<file path="src/rtl/hp_xfer_pkg.sv">
package hp_xfer_pkg;
  localparam logic [2:0] OP_LOAD   = 3'b000;
  localparam logic [2:0] OP_STORE  = 3'b001;
  localparam logic [2:0] OP_MV_F2X = 3'b010;
  localparam logic [2:0] OP_MV_X2F = 3'b011;

  localparam int HALF_W = 16;

  typedef enum logic [1:0] {
    FILL_BOX  = 2'd0,
    FILL_SIGN = 2'd1,
    FILL_ZERO = 2'd2
  } fill_e;

  typedef struct packed {
    logic  capture;
    fill_e fill;
  } dpCtrl_t;
endpackage

</file>
<file path="src/rtl/hp_xfer_ctrl.sv">
module hp_xfer_ctrl
  import hp_xfer_pkg::*;
(
  input  logic        clk,
  input  logic        rstN,
  input  logic        reqValid,
  input  logic [2:0]  reqOp,
  input  logic [2:0]  reqRm,
  output dpCtrl_t     dpCtrl,
  output logic        resValid,
  output logic        illegal
);
  logic isMove;
  logic opKnown;
  logic reqLegal;

  always_comb begin
    isMove   = (reqOp == OP_MV_F2X) || (reqOp == OP_MV_X2F);
    opKnown  = (reqOp[2] == 1'b0);
    reqLegal = opKnown && !(isMove && (reqRm != 3'b000));

    dpCtrl.capture = reqValid && reqLegal;
    unique case (reqOp)
      OP_STORE:  dpCtrl.fill = FILL_ZERO;
      OP_MV_F2X: dpCtrl.fill = FILL_SIGN;
      default:   dpCtrl.fill = FILL_BOX;
    endcase
  end

  always_ff @(posedge clk) begin
    if (!rstN) begin
      resValid <= 1'b0;
      illegal  <= 1'b0;
    end else begin
      resValid <= reqValid && reqLegal;
      illegal  <= reqValid && !reqLegal;
    end
  end


  valid_after_req_chk: assert property (@(posedge clk) disable iff (!rstN)
    resValid |-> $past(reqValid));


  valid_illegal_excl_chk: assert property (@(posedge clk) disable iff (!rstN)
    !(resValid && illegal));


  move_rm_reject_chk: assert property (@(posedge clk) disable iff (!rstN)
    (reqValid && (reqOp == OP_MV_F2X || reqOp == OP_MV_X2F) && reqRm != 3'b000)
      |=> (illegal && !resValid));


  undef_op_reject_chk: assert property (@(posedge clk) disable iff (!rstN)
    (reqValid && reqOp[2]) |=> (illegal && !resValid));
endmodule

</file>
<file path="src/rtl/hp_xfer_dp.sv">
module hp_xfer_dp
  import hp_xfer_pkg::*;
#(
  parameter int XLEN = 64,
  parameter int FLEN = 64,
  localparam int WIDE = (XLEN > FLEN) ? XLEN : FLEN
) (
  input  logic            clk,
  input  logic            rstN,
  input  dpCtrl_t         dpCtrl,
  input  logic [WIDE-1:0] srcData,
  output logic [WIDE-1:0] resData
);
  logic [WIDE-1:0] nextData;
  logic            signBit;

  assign signBit = srcData[HALF_W-1];

  always_comb begin
    nextData = resData;
    if (dpCtrl.capture) begin
      for (int i = 0; i < WIDE; i++) begin
        if (i < HALF_W) begin
          nextData[i] = srcData[i];
        end else begin
          unique case (dpCtrl.fill)
            FILL_BOX:  nextData[i] = (i < FLEN);
            FILL_SIGN: nextData[i] = (i < XLEN) ? signBit : 1'b0;
            default:   nextData[i] = 1'b0;
          endcase
        end
      end
    end
  end

  always_ff @(posedge clk) begin
    if (!rstN) resData <= '0;
    else       resData <= nextData;
  end


  halfword_kept_chk: assert property (@(posedge clk) disable iff (!rstN)
    dpCtrl.capture |=> (resData[HALF_W-1:0] == HALF_W'($past(srcData))));


  box_bits_set_chk: assert property (@(posedge clk) disable iff (!rstN)
    (dpCtrl.capture && dpCtrl.fill == FILL_BOX) |=> (&resData[FLEN-1:HALF_W]));


  store_upper_zero_chk: assert property (@(posedge clk) disable iff (!rstN)
    (dpCtrl.capture && dpCtrl.fill == FILL_ZERO) |=> (resData[WIDE-1:HALF_W] == '0));


  result_hold_chk: assert property (@(posedge clk) disable iff (!rstN)
    !dpCtrl.capture |=> $stable(resData));
endmodule

</file>
<file path="src/rtl/hp_xfer_unit.sv">
module hp_xfer_unit
  import hp_xfer_pkg::*;
#(
  parameter int XLEN = 64,
  parameter int FLEN = 64,
  localparam int WIDE = (XLEN > FLEN) ? XLEN : FLEN
) (
  input  logic            clk,
  input  logic            rstN,
  input  logic            reqValid,
  input  logic [2:0]      reqOp,
  input  logic [2:0]      reqRm,
  input  logic [WIDE-1:0] srcData,
  output logic            resValid,
  output logic            illegal,
  output logic [WIDE-1:0] resData
);
  dpCtrl_t dpCtrl;

  initial begin
    if (!(XLEN == 32 || XLEN == 64) || !(FLEN == 32 || FLEN == 64))
      $error("hp_xfer_unit: XLEN and FLEN must each be 32 or 64");
  end

  hp_xfer_ctrl u_ctrl (
    .clk      (clk),
    .rstN     (rstN),
    .reqValid (reqValid),
    .reqOp    (reqOp),
    .reqRm    (reqRm),
    .dpCtrl   (dpCtrl),
    .resValid (resValid),
    .illegal  (illegal)
  );

  hp_xfer_dp #(.XLEN(XLEN), .FLEN(FLEN)) u_dp (
    .clk     (clk),
    .rstN    (rstN),
    .dpCtrl  (dpCtrl),
    .srcData (srcData),
    .resData (resData)
  );
endmodule

</file>
<file path="config.mk">
export PLATFORM = sky130hd
export DESIGN_NAME = hp_xfer_unit
export DESIGN_NICKNAME = d
export VERILOG_FILES = /design/src/rtl/hp_xfer_pkg.sv /design/src/rtl/hp_xfer_ctrl.sv /design/src/rtl/hp_xfer_dp.sv /design/src/rtl/hp_xfer_unit.sv
export SDC_FILE = /design/constraint.sdc
export NUM_CORES = 1
export LEC_CHECK = 0
export BUFFER_PORTS_ARGS = -buffer_cell sky130_fd_sc_hd__buf_2
export CAP_MARGIN = 40
export CORE_MARGIN = 10
export CORE_UTILIZATION = 32
export DETAILED_ROUTE_END_ITERATION = 8
export MAX_ROUTING_LAYER = met4
export PLACE_DENSITY_LB_ADDON = 0.08
export SKIP_CTS_REPAIR_TIMING = 1
export SLEW_MARGIN = 25
export SYNTH_ARGS = -nofsm -noshare
export SYNTH_HDL_FRONTEND = slang
export SYNTH_SLANG_ARGS = --single-unit
</file>
<file path="constraint.sdc">
create_clock -name clk -period 1.8 [get_ports clk]
set_input_delay 0.09 -clock clk [delete_from_list [all_inputs] [get_ports clk]]
set_output_delay 0.09 -clock clk [all_outputs]
set_load 0.01 [all_outputs]
</file>
### After elaboration in Yosys (flattened, before gate mapping)

Cells that the tools add are included.

| word-level totals | value |
|---|---|
| bits in registers | 19 |
| input bits | 73 |
| output and inout bits | 66 |
| word-level logic and storage cells | 19 |

| operators by class | value |
|---|---|
| eq/ne operators | 4 |
| mux-type cells | 2 |
| bitwise operators | 1 |
| reductions and logical operators | 9 |

Operators with widths:

| kind | count |
|---|---|
| == test 3 x 2 -> 1 bit, second input constant | 2 |
| logical AND 1 bit | 4 |
| case mux 2 bit (2 select lines) | 1 |
| == test 3 x 1 -> 1 bit, second input constant | 1 |
| nonzero test 3 bit | 1 |
| == test 2 x 1 -> 1 bit, second input constant | 1 |
| zero test 1 bit | 2 |
| zero test 2 bit | 1 |
| case mux 1 bit (2 select lines) | 1 |
| logical OR 1 bit | 1 |
| NOT 1 bit | 1 |

### Depth between registers and ports, before layout

Gate-level depths: netlist of the first run.

| depth | value |
|---|---|
| depth in word-level cells | 7 |
| depth in mapped cells | 5 |
| gate-level depth less buffers | 3 |

### Cells and area by module

Synthesis of the first run repeated with hierarchy kept, for this count alone.

| unflattened totals | value |
|---|---|
| cells, all modules | 112 |
| area, all modules | 1126.1 sq um |

Modules (own cells, without submodules):

| module | instances | cells an instance | area an instance (sq um) | seq. area each (sq um) |
|---|---|---|---|---|
| hp_xfer_dp | 1 | 103 | 1026.0 | 340.3 |
| hp_xfer_ctrl | 1 | 9 | 100.1 | 40.0 |

### Worst setup path before layout of the first run

No wires, ideal clock.

| path | value |
|---|---|
| path kind | register -> output |
| start point | reg u_dp.resData[16] (netlist name) |
| end point | out resData[17] |
| arrival time | 1.377 ns |
| data required time | 1.710 ns |
| setup slack | 0.333 ns |
| stages on the path, launching flop included | 2 |
| buffers on the path | 1 |
| cell sequence | dfxtp_1 buf_4 |

RTL lines:

| item | RTL line | source |
|---|---|---|
| end: declaration | hp_xfer_unit.sv:16 | `output logic [WIDE-1:0] resData` |

==> metrics.md, run 1 <==
| Metric | Value |
|---|---|
| Crit Path Class | flop to output pin |
| CP max FO | 38 |
| DR pass1 iterations | 2 |
| Antenna violations before repair | 0 |
| Sum Neg Setup Slack | 0 ns |
| Proportion of power drawn by combinational gates | 0.234 |
| Combined area of all synthesized cells | 1130 um^2 |
| GR Layer Usage met1 | 0.0806 |
| Synth top area share | 0.336 |
| Arrival time at the worst endpoint | 1.26 ns |
| Worst IR Drop VDD | 0.000339 V |
| Total number of placement rows | 21 |
| Synth-to-layout area growth | 13.9% |
| Net Count, Synth | 204 |
| TritonCTS clock tree | built |
| Cell count after placement | 216 |
| Delay of the slowest cell on the worst path | 0.48 ns |
| Net Sw Power | 0.247 mW |
| Gp weighted congestion | 0.685 |
| Sequential fraction of the synthesis area | 0.336 |
| Final critical delay including setup and external delays | 1.35 ns |
| Internal cell power | 0.608 mW |
| Post-synth top flop | sky130_fd_sc_hd__dfxtp_1 |
| Synth warn | 0 |
| Startpoint of the lowest-slack hold path | srcData[9] |
| Static leakage | 0.754 nW |
| Post-Layout Cell Count | 220 |
| Violation count after the first detailed-routing iteration | 19 |
| Yosys cell types | 14 |
| Sequential cell fraction of total power | 0.522 |
| Total Die Area | 6310 um^2 |
| Cell type of the slowest stage on the worst timing path | sky130_fd_sc_hd__dfxtp_1 |
| Critical register-to-register path startpoint | u_dp.resData[16]$_SDFFE_PN0P_ |
| Global-route met3 utilization | 0.0619 |
| # diodes | 0 |
| Top achievable clock speed | 0.743 GHz |
| Die width | 79.5 um |
| Initial standard-cell utilization of the core | 0.336 |
| Detail-routed net length per standard cell | 12.4 um |
| Remaining antenna violation count | 0 |
| Total detailed-routing wirelength | 2730 um |
| Number of flops mapped to enable cells by yosys | 0 |
| Remaining Overflow, GRT | 0 |
| Post-CTS clock slew at the launch and capture registers of the worst setup and hold paths | 0.11 ns |
| Cell with the most instances after synthesis | sky130_fd_sc_hd__buf_4 |
| Vias in the first global route | 891 |
| Core footprint | 3360 um^2 |
| Later-pin clock latency in the skew report | 0.28 ns |
| Post-synthesis sequential element count | 19 |
| Total Nets Final | 248 |
| Root buffer cell | sky130_fd_sc_hd__clkbuf_4 |
| Clock group share of total power | 0.244 |
| Clock buffer count from CTS | 3 |
| Worst Hold Class | input port to flop |
| Relative slew slack | 0.619 |
| First-pass GRT wire length | 4220 um |
| Net switching fraction of the power | 0.289 |
| Worst setup path startpoint | u_dp.resData[16]$_SDFFE_PN0P_ |
| DR vias | 872 |
| Final number of setup-violating endpoints | 0 |
| Maximum clock skew at final layout | 0 ns |
| Number of hold violations in the final report | 0 |
| I/O Buffers | 90 |
| Largest net degree at the start of global routing | 39 |
| Instance area after placement | 1260 um^2 |
| Critical path buffer and inverter count | 2 |
| Top cells by area in the synthesized netlist | sky130_fd_sc_hd__dfxtp_1, sky130_fd_sc_hd__buf_4, sky130_fd_sc_hd__mux2i_1, sky130_fd_sc_hd__nand2_1, sky130_fd_sc_hd__buf_12 |
| Data required time at the worst endpoint | 1.71 ns |
| Tcrit/Tclk final | 0.747 |
| Worst Tran Pin Value | 0.571 ns |
| Number of sinks on the clock net | 19 |
| Minimum setup slack after placement | 0.460 ns |
| Busiest grt layer | met2 |
| Global Route met2 Usage | 0.128 |
| Category of the worst setup path launch point | flop |
| Setup slack after layout | 0.455 ns |
| Count of max-cap constraint violations | 0 |
| Pwr per Cell Area | 664 nW/um^2 |
| Max-slew violations | 0 |
| Maximum clock insertion buffer count | 2 |
| Worst-path cell chain | buf_4, buf_2 |
| Most frequent cells after synthesis | sky130_fd_sc_hd__buf_4, sky130_fd_sc_hd__nand2_1, sky130_fd_sc_hd__dfxtp_1 |
| Result of the run | finished clean |
| Die Y | 79.5 um |
| Fraction of final layout cells with drive strength greater than 1 | 0.563 |
| Post-DP HPWL | 2280 um |
| Drt drc | 0 |
| Critical Path End Type | output pin |
| Post-layout instance area | 1290 um^2 |
| GRT Total Usage | 0.0827 |
| Fraction of synthesis flops using an asynchronous set or reset pin | 0 |
| Count of H-tree levels built during CTS | 1 |
| Delay-heaviest family, CP | buffers and inverters |
| Syn Inst Count | 131 |
| Synth Area per Inst | 8.63 um^2 |
| Post-layout utilization of the core | 0.383 |
| Biggest area consumer among synthesized cells | sky130_fd_sc_hd__dfxtp_1 |
| I/O pin total | 139 |
| Vias/cell | 3.96 |
| RSZ-0062 raised after global routing | false |
-- sequential cells by signal, indices dropped and copies added (netlist names) --
register / flops
u_dp.resData: 17
u_ctrl.resValid: 1
u_ctrl.illegal: 1
-- layer usage --
metal  vias up  part of all wire
met3         2              0.18
met2        55              0.44
met5         -                 0
li1        448                 -
met1       367              0.37
met4         0            0.0044
-- tightest hold or removal path: cells and delay by family --
family	cells	cell delay, ns
AND/OR/NAND/NOR	1	0.04
multiplexers	1	0.05
buffers and inverters	1	0.09
-- placed cells by master, fill, tap and decap left out --
cell,n
sky130_fd_sc_hd__dfxtp_1,19
sky130_fd_sc_hd__nor2_1,2
sky130_fd_sc_hd__nand2_1,34
sky130_fd_sc_hd__clkbuf_4,3
sky130_fd_sc_hd__o31a_1,1
sky130_fd_sc_hd__buf_4,2
sky130_fd_sc_hd__or3b_2,1
sky130_fd_sc_hd__mux2i_1,17
sky130_fd_sc_hd__nand2b_1,1
sky130_fd_sc_hd__nand3_1,1
sky130_fd_sc_hd__clkinv_2,1
sky130_fd_sc_hd__buf_2,90
sky130_fd_sc_hd__nor3_1,1
sky130_fd_sc_hd__nor3b_4,1
-- final cells by class --
class	instances	area, um^2
repair buffers	92	465
well taps	46	57.6
clock inverters	1	5.00
clock buffers	3	22.5
fillers	372	2070
multi-input cells	59	358
flip-flops and latches	19	380
-- power groups by stage --
stage,combinational [mW],clock [mW],sequential (mW)
finish,0.200,0.209,0.446
global route,0.225,0.246,0.449
CTS,0.206,0.224,0.447
detailed placement,0.206,0,0.456
global placement,0.205,0,0.456
floorplan,0.160,0,0.473
-- kinds of logic (layout without fill, tap and decap cells) --
logic type             count (synthesis)  in the layout  synth area share
muxes                                 17             17             0.150
buffers and inverters                 53             96             0.353
and+or+nand+nor                       41             41             0.153
AOI/OAI and AO/OA                      1              1           0.00774
DFF                                   19             19             0.336
-- metrics by stage --
| step | hold WS [ns] | total power [mW] |
|---|---|---|
| final | 0.0280 | 0.856 |
| after floorplan | 0.168 | 0.634 |
| after global placement | 0.319 | 0.661 |
| after detailed placement | 0.338 | 0.662 |
| after global routing | 0.00917 | 0.920 |
| after CTS | 0.0151 | 0.878 |
-- final timing paths --
kind	end	slack [ns]	cells after the start
worst max-delay path	resData[27]	0.45	2
worst min-delay path	u_dp.resData[9]$_SDFFE_PN0P_	0.03	3
worst max register to register	u_dp.resData[16]$_SDFFE_PN0P_	1.06	2
worst min register to register	u_dp.resData[14]$_SDFFE_PN0P_	0.46	2
(Power assumes the default switching activity.)
==> inputs of run 2 (changes only) <==
clock period = 1.4 ns   (was 1.8 ns; I/O delays follow)
==> run 2 against run 1 <==
Final cell count is 3.2% higher. Combinational power is 33% higher. Clock skew stayed put. Hold slack worse by 0.022 ns. Die area stayed put. Largest cell class unchanged. Highest routed layer unchanged.
==> metrics.md, run 2 (synthesis gave the netlist of run 1 again) <==
| Metric | Value |
|---|---|
| Result of the run | finished clean |
| TritonCTS clock tree | built |
| Tcrit/Tclk final | 0.842 |
| Static leakage | 0.782 nW |
| I/O pin total | 139 |
| Internal cell power | 0.799 mW |
| Post-CTS clock slew at the launch and capture registers of the worst setup and hold paths | 0.11 ns |
| Sum Neg Setup Slack | 0 ns |
| Maximum clock insertion buffer count | 2 |
| Largest net degree at the start of global routing | 50 |
| Clock group share of total power | 0.248 |
| Final number of setup-violating endpoints | 0 |
| Number of sinks on the clock net | 19 |
| Total Nets Final | 255 |
| Proportion of power drawn by combinational gates | 0.236 |
| Initial standard-cell utilization of the core | 0.336 |
| I/O Buffers | 90 |
| Count of max-cap constraint violations | 0 |
| Commonest cells after routing, fill and taps aside | sky130_fd_sc_hd__buf_2, sky130_fd_sc_hd__nand2_1, sky130_fd_sc_hd__dfxtp_1, sky130_fd_sc_hd__mux2i_1, sky130_fd_sc_hd__dlygate4sd3_1 |
| Remaining antenna violation count | 0 |
| Number of hold violations in the final report | 0 |
| Vias/cell | 3.96 |
| Pwr per Cell Area | 818 nW/um^2 |
| Category of the worst setup path launch point | input port |
| First-pass GRT wire length | 4310 um |
| Number of stages on the worst hold path | 3 |
| Drt drc | 0 |
| Post-DP HPWL | 2270 um |
| Core footprint | 3360 um^2 |
| Detail-routed net length per standard cell | 12.3 um |
| Sequential cell fraction of total power | 0.516 |
| Later-pin clock latency in the skew report | 0.29 ns |
| Count of H-tree levels built during CTS | 1 |
| Final critical delay including setup and external delays | 1.18 ns |
| DR pass1 iterations | 2 |
| Worst Hold Class | input port to flop |
| Total number of placement rows | 21 |
| DR vias | 899 |
| Net switching fraction of the power | 0.292 |
| Top achievable clock speed | 0.848 GHz |
| Gp weighted congestion | 0.689 |
| Worst hold margin | 0.00642 ns |
| Violation count after the first detailed-routing iteration | 5 |
| GRT Total Usage | 0.0839 |
| Die width | 79.5 um |
| Crit Path Class | input port to flop |
| Maximum clock skew at final layout | 0 ns |
| Total detailed-routing wirelength | 2800 um |
| RSZ-0062 raised after global routing | false |
| Antenna violations before repair | 0 |
| Met3 routed WL | 501 um |
| Wire length on met1 | 986 um |
| Most common cell after layout, fill and taps aside | sky130_fd_sc_hd__buf_2 |
| Critical Path End Type | flop |
| Topmost layer with routed signal wires | met4 |
| Worst IR Drop VDD | 0.000408 V |
| CP max FO | 17 |
| Max-slew violations | 0 |
| Biggest registers after layout | u_dp.resData x17, u_ctrl.illegal x1, u_ctrl.resValid x1 |
| Worst Tran Pin Value | 0.541 ns |
| Most flop-heavy register | u_dp.resData |
| Clock buffer count from CTS | 3 |
| Relative slew slack | 0.639 |
| Synth-to-layout area growth | 22.0% |
| Vias in the first global route | 909 |
| Die Y | 79.5 um |
| # diodes | 0 |
| Routed length on met2 | 1300 um |
| Data required time at the worst endpoint | 1.62 ns |
| Arrival time at the worst endpoint | 1.40 ns |
| Path depth of the worst reg2reg path | 2 |
| Net Sw Power | 0.330 mW |
| Root buffer cell | sky130_fd_sc_hd__clkbuf_4 |
| Remaining Overflow, GRT | 0 |
| Total Die Area | 6310 um^2 |
| Fraction of final layout cells with drive strength greater than 1 | 0.541 |
| Number of flip-flops in the largest register | 17 |
==> run 2: cell types whose count changed in the layout (fill, tap and decap cells not counted) <==
cell                            change
sky130_fd_sc_hd__dlygate4sd3_1      +8
sky130_fd_sc_hd__buf_4              -2
sky130_fd_sc_hd__buf_12             +1
sky130_fd_sc_hd__clkinv_2           -1
sky130_fd_sc_hd__clkinvlp_4         +1
sky130_fd_sc_hd__dfxtp_1            -1
sky130_fd_sc_hd__dfxtp_4            +1
==> run 2: metal layers <==
metal | vias to the layer above | track usage
li1 | 464 | -
met1 | 379 | 0.0788
met2 | 54 | 0.133
met3 | 2 | 0.0642
met4 | 0 | 0.0215
met5 | - | -
==> run 2: through the flow <==
step | instance area, um^2 | total power [mW] | instances | worst slack [ns] | util
floorplan | 1130 | 0.812 | 131 | 0.305 | -
global placement | 1270 | 0.851 | 215 | 0.199 | 0.377
detailed placement | 1270 | 0.854 | 215 | 0.148 | 0.377
CTS | 1300 | 1.14 | 219 | 0.0616 | 0.386
global route | 1380 | 1.22 | 227 | 0.192 | 0.410
finish | 1380 | 1.13 | 227 | 0.221 | 0.410
==> run 2: critical path, cell delays in order <==
cell and delay, ns:
sky130_fd_sc_hd__dlygate4sd3_1 0.53, sky130_fd_sc_hd__buf_2 0.15, sky130_fd_sc_hd__nor3b_4 0.22, sky130_fd_sc_hd__buf_12 0.20, sky130_fd_sc_hd__mux2i_1 0.22
==> run 2: final timing paths <==
check / start / to / slack (ns)
max reg2reg: u_dp.resData[16]$_SDFFE_PN0P_ / u_dp.resData[16]$_SDFFE_PN0P_ / 0.58
min: srcData[14] / u_dp.resData[14]$_SDFFE_PN0P_ / 0.006
min reg2reg: u_dp.resData[2]$_SDFFE_PN0P_ / u_dp.resData[2]$_SDFFE_PN0P_ / 0.46
max: reqOp[2] / u_dp.resData[11]$_SDFFE_PN0P_ / 0.22
==> run 2: area by class of cell <==
cell class                 instances  area [um^2]
clock inverter                     1         7.51
clock buffer                       3         22.5
tap                               46         57.6
fill                             369         1980
sequential                        19          384
timing repair buffer              99          551
multi-input combinational         59          358
==> run 2: power groups by stage <==
stage                     combinational (mW)  clock [mW]  sequential, mW
final                                  0.267       0.280           0.583
after global routing                   0.298       0.331           0.589
after CTS                              0.257       0.302           0.585
after detailed placement               0.257           0           0.597
after global placement                 0.256           0           0.595
after floorplan                        0.203           0           0.609
==> inputs of run 3 (changes only) <==
CORE_UTILIZATION = 29   (was 32)
clock period = 1 ns   (was 1.4 ns; I/O delays follow)
==> run 3 against run 2 <==
Count of clock-buffer cells in the layout did not move. Design area is 1.4% higher. Total power grew 54%.
==> metrics.md, run 3 (synthesis gave the netlist of run 1 again) <==
| Metric | Value |
|---|---|
| Most flop-heavy register | u_dp.resData |
| Maximum clock skew at final layout | 0 ns |
| Later-pin clock latency in the skew report | 0.25 ns |
| Post-layout instance area | 1400 um^2 |
| Delay of the slowest cell on the worst path | 0.38 ns |
| Post-Layout Cell Count | 227 |
| Vias/cell | 4.02 |
| Drt drc | 0 |
| First-pass GRT wire length | 4200 um |
| I/O Buffers | 90 |
| DR vias | 913 |
| Delay-heaviest family, CP | flip-flops |
| Number of sinks on the clock net | 19 |
| Path depth of the worst reg2reg path | 3 |
| Worst Tran Pin Value | 0.241 ns |
| Arrival time at the worst endpoint | 0.91 ns |
| Worst-path cell chain | buf_12, buf_2 |
| CP endpoint | resData[20] |
| Data required time at the worst endpoint | 0.95 ns |
| Post-CTS clock slew at the launch and capture registers of the worst setup and hold paths | 0.07 ns |
| TritonCTS clock tree | built |
| Top achievable clock speed | 1.04 GHz |
| GRT Total Usage | 0.0817 |
| Relative slew slack | 0.839 |
| DR pass1 iterations | 4 |
| Violation count after the first detailed-routing iteration | 37 |
| Initial standard-cell utilization of the core | 0.304 |
| Commonest cells after routing, fill and taps aside | sky130_fd_sc_hd__buf_2, sky130_fd_sc_hd__nand2_1, sky130_fd_sc_hd__dfxtp_1, sky130_fd_sc_hd__mux2i_1 |
| Critical register-to-register path startpoint | u_dp.resData[16]$_SDFFE_PN0P_ |
| CP max FO | 24 |
| Crit Path Class | flop to output pin |
| Final number of setup-violating endpoints | 0 |
| Cell count along the critical path | 2 |
| Die Y | 82.5 um |
| # diodes | 0 |
| Worst setup path startpoint | u_dp.resData[16]$_SDFFE_PN0P_ |
| Max-slew violations | 0 |
| Biggest registers after layout | u_dp.resData x17, u_ctrl.illegal x1, u_ctrl.resValid x1 |
| Maximum clock insertion buffer count | 2 |
| Static leakage | 0.800 nW |
| Number of flip-flops in the largest register | 17 |
| Clock buffer count from CTS | 3 |
| Root buffer cell | sky130_fd_sc_hd__clkbuf_8 |
| Remaining Overflow, GRT | 0 |
| Category of the worst setup path launch point | flop |
| Count of H-tree levels built during CTS | 1 |
| End of the worst register-to-register path | u_dp.resData[16]$_SDFFE_PN0P_ |
| Gp weighted congestion | 0.645 |
| R2R setup slack | 0.25 ns |
| Final critical delay including setup and external delays | 0.964 ns |
| Worst IR Drop VDD | 0.000555 V |
| Critical Path End Type | output pin |
| Most common cell after layout, fill and taps aside | sky130_fd_sc_hd__buf_2 |
| Result of the run | finished clean |
| I/O pin total | 139 |
| Fraction of final layout cells with drive strength greater than 1 | 0.581 |
| Pwr per Cell Area | 1240 nW/um^2 |
| Detail-routed net length per standard cell | 13.5 um |
| Remaining antenna violation count | 0 |
| Post-DP HPWL | 2410 um |
| Synth-to-layout area growth | 23.7% |
| Total number of placement rows | 22 |
| Total Nets Final | 253 |
| Critical path buffer and inverter count | 2 |
| RSZ-0062 raised after global routing | true |
| Core footprint | 3720 um^2 |
| Largest net degree at the start of global routing | 50 |
| Antenna violations before repair | 0 |
| Total detailed-routing wirelength | 3070 um |
| Worst Hold Class | input port to flop |
| Cell count after placement | 219 |
| Tcrit/Tclk final | 0.964 |
| Instance area after placement | 1300 um^2 |
| Number of hold violations in the final report | 0 |
| Count of max-cap constraint violations | 0 |
| Total Die Area | 6800 um^2 |
| Cell type of the slowest stage on the worst timing path | sky130_fd_sc_hd__dfxtp_4 |
| Vias in the first global route | 866 |
| Die width | 82.5 um |
run 3: metrics by stage:
step | setup slack (ns) | total power, mW | utilization | hold WS [ns] | TNS, ns
after floorplan | -0.0750 | 1.13 | - | 0.128 | -0.702
after global placement | -0.153 | 1.21 | 0.350 | 0.289 | -2.53
after detailed placement | -0.210 | 1.21 | 0.350 | 0.293 | -3.00
after CTS | -0.0857 | 1.74 | 0.362 | 0.0198 | -3.82
after global routing | -0.0176 | 1.84 | 0.376 | 0.0248 | -0.484
final | 0.0356 | 1.74 | 0.376 | 0.0243 | 0
run 3: cell type report:
| class | instances | area, um^2 |
|---|---|---|
| clock inverters | 1 | 5.00 |
| flip-flops and latches | 19 | 384 |
| multi-input cells | 59 | 358 |
| well taps | 48 | 60.1 |
| fillers | 391 | 2320 |
| repair buffers | 97 | 551 |
| clock buffers | 3 | 41.3 |
run 3: worst min-delay path by stage:
| stage | end | cells past startpoint | from |
|---|---|---|---|
| 3_3_place_gp | u_ctrl.resValid$_SDFF_PN0_ | 2 | reqOp[2] |
| 6_report | u_ctrl.resValid$_SDFF_PN0_ | 2 | reqOp[2] |
| 5_1_grt | u_ctrl.resValid$_SDFF_PN0_ | 2 | reqOp[2] |
| 2_1_floorplan | u_ctrl.resValid$_SDFF_PN0_ | 1 | reqOp[2] |
| 3_5_place_dp | u_ctrl.resValid$_SDFF_PN0_ | 2 | reqOp[2] |
| 4_1_cts | u_ctrl.resValid$_SDFF_PN0_ | 2 | reqOp[2] |
run 3: power by group:
group | switching [mW] | internal [mW]
clock | 0.251 | 0.277
combinational | 0.213 | 0.192
sequential | 0.0166 | 0.786
run 3: metal layers:
| metal | track usage | part of all wire | vias to the layer above | wire length (um) |
|---|---|---|---|---|
| met5 | - | 0 | - | 0 |
| met4 | 0.0357 | 0.014 | 0 | 42 |
| met3 | 0.0281 | 0.11 | 4 | 329 |
| met2 | 0.145 | 0.51 | 42 | 1570 |
| met1 | 0.0791 | 0.37 | 408 | 1120 |
| li1 | - | - | 459 | - |
